File: config.mk
export PLATFORM = sky130hd
export DESIGN_NAME = patsrc_top
export DESIGN_NICKNAME = d
export VERILOG_FILES = /design/src/rtl/patsrc_pkg.sv /design/src/rtl/patsrc_prbs.sv /design/src/rtl/patsrc_user.sv /design/src/rtl/patsrc_impair.sv /design/src/rtl/patsrc_top.sv
export SDC_FILE = /design/constraint.sdc
export NUM_CORES = 1
export LEC_CHECK = 0
export ABC_AREA = 1
export BUFFER_PORTS_ARGS = -buffer_cell sky130_fd_sc_hd__clkbuf_2
export CORE_ASPECT_RATIO = 1.5
export CORE_UTILIZATION = 50
export DETAILED_ROUTE_END_ITERATION = 10
export GPL_TIMING_DRIVEN = 0
export PLACE_DENSITY = 0.71
export RECOVER_POWER = 25
export SYNTH_ARGS = -nofsm -noshare
export SYNTH_HDL_FRONTEND = slang
export SYNTH_HIERARCHICAL = 1
export SYNTH_SLANG_ARGS = --single-unit
File: constraint.sdc
create_clock -name clk -period 4 [get_ports clk]
set_input_delay 0.2 -clock clk [delete_from_list [all_inputs] [get_ports clk]]
set_output_delay 0.2 -clock clk [all_outputs]
set_load 0.05 [all_outputs]
File: src/rtl/patsrc_pkg.sv
package patsrc_pkg;

   localparam int LFSR_W   = 23;
   localparam int ZRUN_MIN = 8;
   localparam int ZRUN_MAX = 2040;
   localparam int NUM_POLY = 4;

   typedef enum logic [1:0] {
      SEQ_O7  = 2'd0,
      SEQ_O11 = 2'd1,
      SEQ_O15 = 2'd2,
      SEQ_O23 = 2'd3
   } seq_order_e;

   function automatic int poly_order(input int idx);
      case (idx)
         0:       return 7;
         1:       return 11;
         2:       return 15;
         default: return 23;
      endcase
   endfunction

   function automatic int poly_tap(input int idx);
      case (idx)
         0:       return 6;
         1:       return 9;
         2:       return 14;
         default: return 18;
      endcase
   endfunction

endpackage

File: src/rtl/patsrc_prbs.sv
module patsrc_prbs
   import patsrc_pkg::*;
#(
   parameter int ZRUN_W = 11
) (
   input  logic              clk,
   input  logic              rst_n,
   input  logic              adv,
   input  logic              restart,
   input  seq_order_e        order,
   input  logic [ZRUN_W-1:0] zrun_len,
   output logic              raw_bit,
   output logic              zrun_act
);

   localparam int W = LFSR_W;

   if (ZRUN_W < $clog2(ZRUN_MAX + 1)) begin : g_bad_zrun_w
      $error("ZRUN_W too narrow for the maximum zero run");
   end

   logic [W-1:0]      st_q, st_cur;
   logic [W-1:0]      pcnt_q, pcnt_cur;
   logic [ZRUN_W-1:0] zcnt_q, zcnt_cur;
   logic              inz_q, inz_cur;
   logic [ZRUN_W-1:0] zl_eff;
   logic              zrun_on;

   logic [W-1:0]          nxt_v  [NUM_POLY];
   logic [NUM_POLY-1:0]   msb_v;
   logic [NUM_POLY-1:0]   last_v;

   assign st_cur   = restart ? '1 : st_q;
   assign pcnt_cur = restart ? '0 : pcnt_q;
   assign zcnt_cur = restart ? '0 : zcnt_q;
   assign inz_cur  = restart ? 1'b0 : inz_q;

   for (genvar g = 0; g < NUM_POLY; g++) begin : g_poly
      localparam int N   = poly_order(g);
      localparam int T   = poly_tap(g);
      localparam int PER = (1 << N) - 1;
      always_comb begin
         nxt_v[g]        = st_cur;
         nxt_v[g][N-1:0] = {st_cur[N-2:0], st_cur[N-1] ^ st_cur[T-1]};
      end
      assign msb_v[g]  = st_cur[N-1];
      assign last_v[g] = (pcnt_cur == W'(PER - 1));
   end

   always_comb begin
      if (zrun_len < ZRUN_W'(ZRUN_MIN))      zl_eff = '0;
      else if (zrun_len > ZRUN_W'(ZRUN_MAX)) zl_eff = ZRUN_W'(ZRUN_MAX);
      else                                   zl_eff = zrun_len;
   end
   assign zrun_on = (zl_eff != '0);

   assign raw_bit  = inz_cur ? 1'b0 : msb_v[order];
   assign zrun_act = inz_cur;

   always_ff @(posedge clk or negedge rst_n) begin
      if (!rst_n) begin
         st_q   <= '1;
         pcnt_q <= '0;
         zcnt_q <= '0;
         inz_q  <= 1'b0;
      end else begin
         st_q   <= st_cur;
         pcnt_q <= pcnt_cur;
         zcnt_q <= zcnt_cur;
         inz_q  <= inz_cur;
         if (adv) begin
            if (inz_cur) begin
               if (zcnt_cur + ZRUN_W'(1) >= zl_eff) begin
                  inz_q  <= 1'b0;
                  zcnt_q <= '0;
               end else begin
                  zcnt_q <= zcnt_cur + ZRUN_W'(1);
               end
            end else begin
               st_q <= nxt_v[order];
               if (last_v[order]) begin
                  pcnt_q <= '0;
                  inz_q  <= zrun_on;
               end else begin
                  pcnt_q <= pcnt_cur + W'(1);
               end
            end
         end
      end
   end

endmodule

File: src/rtl/patsrc_user.sv
module patsrc_user #(
   parameter int NUM   = 8,
   parameter int PW    = 32,
   parameter int IDX_W = $clog2(NUM),
   parameter int LEN_W = $clog2(PW + 1),
   parameter logic [NUM*PW-1:0]    PATS = '0,
   parameter logic [NUM*LEN_W-1:0] LENS = '0
) (
   input  logic             clk,
   input  logic             rst_n,
   input  logic             adv,
   input  logic             restart,
   input  logic [IDX_W-1:0] sel,
   output logic             raw_bit
);

   localparam int PTR_W = $clog2(PW);

   logic [PW-1:0]    pat_a [NUM];
   logic [LEN_W-1:0] len_a [NUM];
   logic [PTR_W-1:0] ptr_q, ptr_cur;
   logic [LEN_W-1:0] len_sel;
   logic [PW-1:0]    pat_sel;
   logic             wrap;

   for (genvar g = 0; g < NUM; g++) begin : g_preset
      localparam int L = int'(LENS[g*LEN_W +: LEN_W]);
      if (L < 3 || L > PW) begin : g_bad_len
         $error("user preset length out of range");
      end
      assign pat_a[g] = PATS[g*PW +: PW];
      assign len_a[g] = LENS[g*LEN_W +: LEN_W];
   end

   assign ptr_cur = restart ? '0 : ptr_q;
   assign len_sel = len_a[sel];
   assign pat_sel = pat_a[sel];
   assign raw_bit = pat_sel[ptr_cur];
   assign wrap    = (LEN_W'(ptr_cur) == len_sel - LEN_W'(1));

   always_ff @(posedge clk or negedge rst_n) begin
      if (!rst_n)   ptr_q <= '0;
      else if (adv) ptr_q <= wrap ? '0 : ptr_cur + PTR_W'(1);
      else          ptr_q <= ptr_cur;
   end

endmodule

File: src/rtl/patsrc_impair.sv
module patsrc_impair #(
   parameter int DIV_W   = 32,
   parameter bit RATE_EN = 1'b1
) (
   input  logic             clk,
   input  logic             rst_n,
   input  logic             step,
   input  logic             err_one,
   input  logic [DIV_W-1:0] div,
   output logic             flip
);

   if (DIV_W < 2) begin : g_bad_div_w
      $error("DIV_W must be at least 2");
   end

   logic pend_q;
   logic one_fire;
   logic rate_fire;

   assign one_fire = step & (pend_q | err_one);

   always_ff @(posedge clk or negedge rst_n) begin
      if (!rst_n) pend_q <= 1'b0;
      else        pend_q <= (pend_q | err_one) & ~step;
   end

   if (RATE_EN) begin : g_rate
      logic [DIV_W-1:0] rcnt_q;
      logic             rate_on;
      assign rate_on   = (div != '0);
      assign rate_fire = step & rate_on & (rcnt_q >= div - DIV_W'(1));
      always_ff @(posedge clk or negedge rst_n) begin
         if (!rst_n)       rcnt_q <= '0;
         else if (!rate_on) rcnt_q <= '0;
         else if (step)    rcnt_q <= rate_fire ? '0 : rcnt_q + DIV_W'(1);
      end
   end else begin : g_no_rate
      assign rate_fire = 1'b0;
   end

   assign flip = one_fire | rate_fire;

endmodule

File: src/rtl/patsrc_top.sv
module patsrc_top
   import patsrc_pkg::*;
#(
   parameter int NUM_PRESETS = 8,
   parameter int UPAT_W      = 32,
   parameter int DIV_W       = 32,
   parameter int ZRUN_W      = 11,
   parameter bit RATE_EN     = 1'b1,
   parameter logic [NUM_PRESETS*UPAT_W-1:0] USER_PAT = {
      32'hDEAD_BEEF, 32'h5A3C_96E1, 32'h00C3_A55A, 32'h0000_F00D,
      32'h0000_1B2D, 32'h0000_00B4, 32'h0000_0016, 32'h0000_0005},
   parameter logic [NUM_PRESETS*$clog2(UPAT_W+1)-1:0] USER_LEN = {
      6'd32, 6'd31, 6'd24, 6'd16, 6'd13, 6'd8, 6'd5, 6'd3}
) (
   input  logic                           clk,
   input  logic                           rst_n,
   input  logic                           step_en,
   input  logic [2:0]                     mode_sel,
   input  logic [$clog2(NUM_PRESETS)-1:0] preset_idx,
   input  logic                           err_one,
   input  logic [DIV_W-1:0]               err_div,
   input  logic [ZRUN_W-1:0]              zrun_len,
   input  logic                           invert,
   output logic                           bit_out,
   output logic                           bit_vld
);

   localparam int IDX_W = $clog2(NUM_PRESETS);
   localparam int LEN_W = $clog2(UPAT_W + 1);
   localparam int CFG_W = 3 + IDX_W;

   if (NUM_PRESETS < 2) begin : g_bad_presets
      $error("NUM_PRESETS must be at least 2");
   end
   if (UPAT_W < 3) begin : g_bad_upat_w
      $error("UPAT_W must be at least 3");
   end

   logic [CFG_W-1:0] cfg_now, cfg_q;
   logic             restart;
   logic             user_mode;
   logic             p_bit, u_bit, raw_bit;
   logic             zrun_act;
   logic             flip_w;
   logic             out_q, vld_q;

   assign cfg_now   = {mode_sel, preset_idx};
   assign restart   = (cfg_now != cfg_q);
   assign user_mode = mode_sel[2];

   patsrc_prbs #(.ZRUN_W(ZRUN_W)) u_prbs (
      .clk      (clk),
      .rst_n    (rst_n),
      .adv      (step_en & ~user_mode),
      .restart  (restart),
      .order    (seq_order_e'(mode_sel[1:0])),
      .zrun_len (zrun_len),
      .raw_bit  (p_bit),
      .zrun_act (zrun_act)
   );

   patsrc_user #(
      .NUM   (NUM_PRESETS),
      .PW    (UPAT_W),
      .IDX_W (IDX_W),
      .LEN_W (LEN_W),
      .PATS  (USER_PAT),
      .LENS  (USER_LEN)
   ) u_user (
      .clk     (clk),
      .rst_n   (rst_n),
      .adv     (step_en & user_mode),
      .restart (restart),
      .sel     (preset_idx),
      .raw_bit (u_bit)
   );

   patsrc_impair #(.DIV_W(DIV_W), .RATE_EN(RATE_EN)) u_imp (
      .clk     (clk),
      .rst_n   (rst_n),
      .step    (step_en),
      .err_one (err_one),
      .div     (err_div),
      .flip    (flip_w)
   );

   assign raw_bit = user_mode ? u_bit : p_bit;

   always_ff @(posedge clk or negedge rst_n) begin
      if (!rst_n) begin
         cfg_q <= '0;
         out_q <= 1'b0;
         vld_q <= 1'b0;
      end else begin
         cfg_q <= cfg_now;
         vld_q <= step_en;
         if (step_en) out_q <= raw_bit ^ flip_w ^ invert;
      end
   end

   assign bit_out = out_q;
   assign bit_vld = vld_q;

endmodule

======== Word level (Yosys, flattened, before mapping) ========
Memory sizes are Yosys's and may differ from the RTL's.
Index checks and enable logic that the tools add are counted.
operators by class
  add/sub/neg operators ................... 6
  $lt $le $gt $ge ......................... 8
  equal/unequal tests ..................... 7
  muxes and demuxes ....................... 39
  bitwise operators ....................... 18
  reductions and logical operators ........ 2
operators with widths
  cell                   count
  $mux 23                9
  $mux 32                5
  $mux 11                6
  $bmux 23 s2            1
  $add 32x1->32 const B  1
  $ge 32x32->1           1
  $reduce_bool 32->1     1
  $sub 32x1->32 const B  1
  $add 23x1->23 const B  1
  $eq 23x11->1 const B   1
  $eq 23x15->1 const B   1
  $eq 23x23->1 const B   1
  $eq 23x7->1 const B    1
  $mux 5                 3
  $mux 6                 2
  $add 11x1->11 const B  1
  $ge 11x11->1           1
  $gt 11x11->1 const B   1
  $lt 11x4->1 const B    1
  $reduce_bool 11->1     1
  $mux 1                 10
  $and 1x1->1            6
  $eq 5x6->1             1
  $lt 5x6->1 const B     1
  other kinds (14)       22
word-level totals
  register bits after elaboration ......... 104
  memory bits (read-only) ................. 304
  output and inout port bits .............. 2
  logic and storage cells ................. 92
  memories kept ........................... 2
memories
  memory            words  width  read ports  clocked after memory_dff  wr ports  line               text
  (name not given)  8      32     1           0                         0         patsrc_user.sv:37  assign pat_sel = pat_a[sel];
  (name not given)  8      6      1           0                         0         patsrc_user.sv:36  assign len_sel = len_a[sel];

======== Depth between registers and ports, before layout ========
  depth in word-level cells ............... 9
  mapped depth ............................ 26
  mapped depth without buffers ............ 26

======== Cells and area by module ========
The synthesis kept the hierarchy.
modules (own cells, without submodules)
  module         instances  cells an instance  area each (um^2)
  patsrc_prbs    1          568                4085.2
  patsrc_impair  1          650                3911.3
  patsrc_user    1          170                1017.2
  patsrc_top     1          42                 365.4

======== Least setup slack after synthesis ========
Ideal clock, no wire load.
  path type ............................... flip-flop to flip-flop
  from .................................... register cfg_q[1]
  to ...................................... register u_prbs.zcnt_q[0]
  data arrival time ....................... 3.463 ns
  required time ........................... 3.917 ns
  path slack .............................. 0.455 ns
  cell stages (with the launch flop) ...... 22
  period minus slack after synthesis ...... 3.545 ns
  cell sequence ........................... dfrtp_1 > xor2_1 > nor2_1 > nand3_1 > buf_6 > buf_6 > buf_2 > buf_2 > nor2_1 > ha_1 > nand2_1 > nor2_2 > nand3_1 > nand2_1 > inv_1 > ha_1 > a21o_1 > a21oi_1 > nand3_1 > nor3_2 > inv_1 > o21ai_0
between the ends
  cells in the longest elaborated chain, start to end .. 7
ends and longest elaborated chain
  item                    line                                  text
  from (decl)             patsrc_top.sv:39                      logic [CFG_W-1:0] cfg_now, cfg_q;
  from (signal assigned)  patsrc_top.sv:95                      cfg_q <= cfg_now;
  $ne 6x6->1 *            patsrc_top.sv:48                      assign restart = (cfg_now != cfg_q);
  net restart             patsrc_top.sv:40                      logic restart;
  $mux 11                 patsrc_prbs.sv:35                     assign zcnt_cur = restart ? '0 : zcnt_q;
  $add 11x1->11           patsrc_prbs.sv:73, patsrc_prbs.sv:77
  $ge 11x11->1            patsrc_prbs.sv:73                     if (zcnt_cur + ZRUN_W'(1) >= zl_eff) begin
  $mux 11                 patsrc_prbs.sv:73
  $mux 11                 patsrc_prbs.sv:72                     if (inz_cur) begin
  $mux 11 *               patsrc_prbs.sv:71                     if (adv) begin
  to (signal assigned)    patsrc_prbs.sv:69                     zcnt_q <= zcnt_cur;
  to (signal assigned)    patsrc_prbs.sv:77                     zcnt_q <= zcnt_cur + ZRUN_W'(1);
  to (decl)               patsrc_prbs.sv:24                     logic [ZRUN_W-1:0] zcnt_q, zcnt_cur;
Mark *: on every way through the listed nets, which the timed path passes. The rest lies on a longest branch.
A chain may end at the register's enable or synchronous reset.

======== Worst setup path in the final report ========
  from .................................... register cfg_q[5]
  to ...................................... register u_prbs.zcnt_q[0]
The elaborated chain is that of the path after synthesis.

==> impl_metrics.toml <==
[run_status]
status = "complete, but fails checks"
violations = "max-capacitance violations, max-slew violations"

[route]
drt-met1-wl_mm = 9.03
route.vias.total = 9229
ant_nets = 0
totalWireLength_mm = 24.3
wl_met2_mm = 13.4
drc = 0
viasPerCell = 5.26
highest_layer = "met4"
drt_iter0_drc = 471
wl_per_cell_um = 13.8
met3_length_um = 785
firstDrtPassIters = 6

[die]
ios = 56
dieArea_um2 = 19300
die_h_um = 170
core-area_um2 = 18500
die_w_um = 114
start_util_pct = 50.8
num_rows = 61

[timing]
setup_viol = 0
fmax_ghz = 0.267
hold_viol = 0
slew_headroom_pct = -69.4
fin_ws_ns = 0.251
fin_setup_tns_ns = 0
finalClockSkew_ns = 0.00720
slew_violations = 105
worst_slew_pin_slew_ns = 2.54
rsz0062_at_grt = "false"
finalCriticalPeriod_ns = 3.75
timing.hold.ws_ns = 0.0380
final.period_utilization_pct = 93.7

[clocking]
clock_sinks = 104
cts_tree = "yes"
max-clock-path-buffers = 2
numCtsBuffers = 9
htreeDepth = 3
insertion_delay_ns = 0.35
path_clk_slew_ns = 0.07
cts-root-buf = "clkbuf_16"

[run]
max_cap_viol_count = 1

[place]
place_area_um2 = 9980
portBuffers = 55
globalplace.congestion = 0.999
dp_hpwl_mm = 19.3
dp_cells = 1737
pre_cts_ws_ns = -0.405

[yosys]
ys_types = 50
synth_flop_cell = "dfrtp_1"
synth_edf_count = 0
ys_ff_latch = 104
async_flop_share_pct = 100
netlist_instances = 1430
yosysWarnings = 6
seq_area_frac_synth_pct = 28.1
syn-cell-area_um2 = 9380
syn_nets = 1541
postSynthAreaPerCell_um2 = 6.56

[critical_path]
worstSetupStartpointType = "register"
crit_type = "register to register"
crit_arrival_ns = 4.02
critPathRequiredTime_ns = 4.27
endpoint_kind = "register"
cp_max_fo = 10

[layout]
postLayoutCellArea_um2 = 10300
nets = 1610
drive_gt1_share_pct = 13.4
n_fill_cell = 1906
mostFrequentLayoutCells = "nand2_1 (423), nor2_1 (219), inv_1 (156)"
stdcell_count = 1756
area_delta_synth_final_pct = 10.3
final_common_cell = "nand2_1"
diodes = 0
post-route-util_pct = 56.0

[pwr]
pwr-share-comb_pct = 22.3
power.leakage_nw = 5.12
pwr_density_cell_nw_per_um2 = 264
netSwitchingFraction_pct = 33.8
pwr-share-clk_pct = 32.2
ir_drop_mv = 0.186
p_seq_share_pct = 45.6
intPower_mw = 1.81
power_mw = 2.73
p_switching_mw = 0.922

[global_route]
grtUsageTotal_pct = 26.2
grt.overflow.total = 0
grt_pass1_wl_mm = 40.3
antenna_found_initial = 0
grt_pass1_vias = 8989
grt_max_degree = 105

[hold_path]
hp-class = "input pin to register"
==> per-layer routing <==
layer	vias up	global-route usage (%)
met1	4229	25.5
met3	73	2.61
met2	227	52.9
met4	0	13.8
li1	4700	-
met5	-	0
==> cell usage after synthesis (3+ instances only) <==
cell        n  area, um2
nand2_1   423       1590
nor2_1    221        830
inv_1     156        586
nand3_1   134        671
dfrtp_1    81       2030
ha_1       57        713
o21ai_0    46        230
xor2_1     35        307
xnor2_1    32        280
a21oi_1    28        140
nand4_1    28        175
dfstp_2    23        604
nor2_2     20        125
nor3_1     15       75.1
nand2_2    14       87.6
buf_2      13       65.1
buf_6      10        113
nand3_2    10        100
nor2_4      9        101
nor4_1      7       43.8
a21o_1      5       37.5
clkbuf_1    5       18.8
nand2_4     5       56.3
o21ai_1     5       25.0
or2_2       5       31.3
inv_2       4       15.0
o31ai_1     4       30.0
nand3b_1    3       22.5
nor3_2      3       30.0
o22ai_1     3       18.8
==> state kept, by name, indices dropped and copies added, names as in the netlist <==
name                 flops
bit_vld                  1
u_imp/g_rate.rcnt_q     32
u_prbs/st_q             23
u_prbs/inz_q             1
u_prbs/zcnt_q           11
u_user/ptr_q             5
cfg_q                    6
u_imp/pend_q             1
u_prbs/pcnt_q           23
bit_out                  1
==> worst max-delay path, cell delays in order, from the launching register on <==
cell and delay, ns:
dfrtp_1 0.37, xor2_1 0.16, nor2_1 0.15, nand3_2 0.11, buf_6 0.16, buf_6 0.15
buf_2 0.19, clkbuf_4 0.22, nor2_4 0.16, ha_4 0.18, nand2_1 0.07, nor2_2 0.14
nand3_1 0.09, nand2_1 0.08, inv_1 0.05, ha_1 0.34, a21o_1 0.21, a21oi_1 0.14
nand3_1 0.16, nor3_4 0.19, buf_12 0.15, inv_1 0.03, o21ai_0 0.14
==> path summary, 6_finish.rpt <==
check                                    start                          end  slack (ns)  cells after the start
setup reg to reg            cfg_q[5]$_DFF_PN0_   u_prbs/zcnt_q[0]$_DFF_PN0_        0.25                     22
max in group asynchronous                rst_n    u_user/ptr_q[1]$_DFF_PN0_        1.33                      2
hold / removal                   preset_idx[2]           cfg_q[2]$_DFF_PN0_        0.04                      1
setup / recovery            cfg_q[5]$_DFF_PN0_   u_prbs/zcnt_q[0]$_DFF_PN0_        0.25                     22
min in group asynchronous                rst_n  u_prbs/pcnt_q[17]$_DFF_PN0_        1.15                      2
hold reg to reg            bit_out$_DFFE_PN0P_          bit_out$_DFFE_PN0P_        0.49                      2
==> cell type report <==
| cell class | count | area, um2 | share of cell area (%) |
|---|---|---|---|
| multi-input cells | 1129 | 5930 | 57.3 |
| repair buffers | 58 | 305 | 2.95 |
| plain buffers | 33 | 240 | 2.32 |
| inverters | 164 | 626 | 6.05 |
| well taps | 252 | 315 | 3.05 |
| flip-flops and latches | 104 | 2630 | 25.4 |
| clock buffers | 9 | 225 | 2.18 |
| clock inverters | 7 | 73.8 | 0.714 |
==> power by group through the flow <==
stage	Combinational (mW)	Clock, mW	Sequential, mW
global route	0.704	0.943	1.26
CTS	0.616	0.898	1.24
global placement	0.594	0	1.26
detailed placement	0.612	0	1.26
finish	0.609	0.878	1.24
floorplan	0.430	0	1.23
==> timing repair <==
item / in CTS / in global routing
pin swaps: 1 / 1
gates cloned: 0 / 0
endpoints found under the hold margin: 69 / 0
setup endpoints to repair: 10 / 10
resized for setup: 5 / 7
buffers inserted: 1 / 1
hold buffers: 1 / 0
==> kinds of logic after synthesis <==
group,count (synthesis),share of synthesized area (%)
compound gates,102,6.16
xor+xnor,67,6.26
fa+ha+maj,57,7.60
buf+inv,197,9.16
flops,104,28.1
simple gates,903,42.8
No activity file was read; power rests on OpenSTA's default activity.
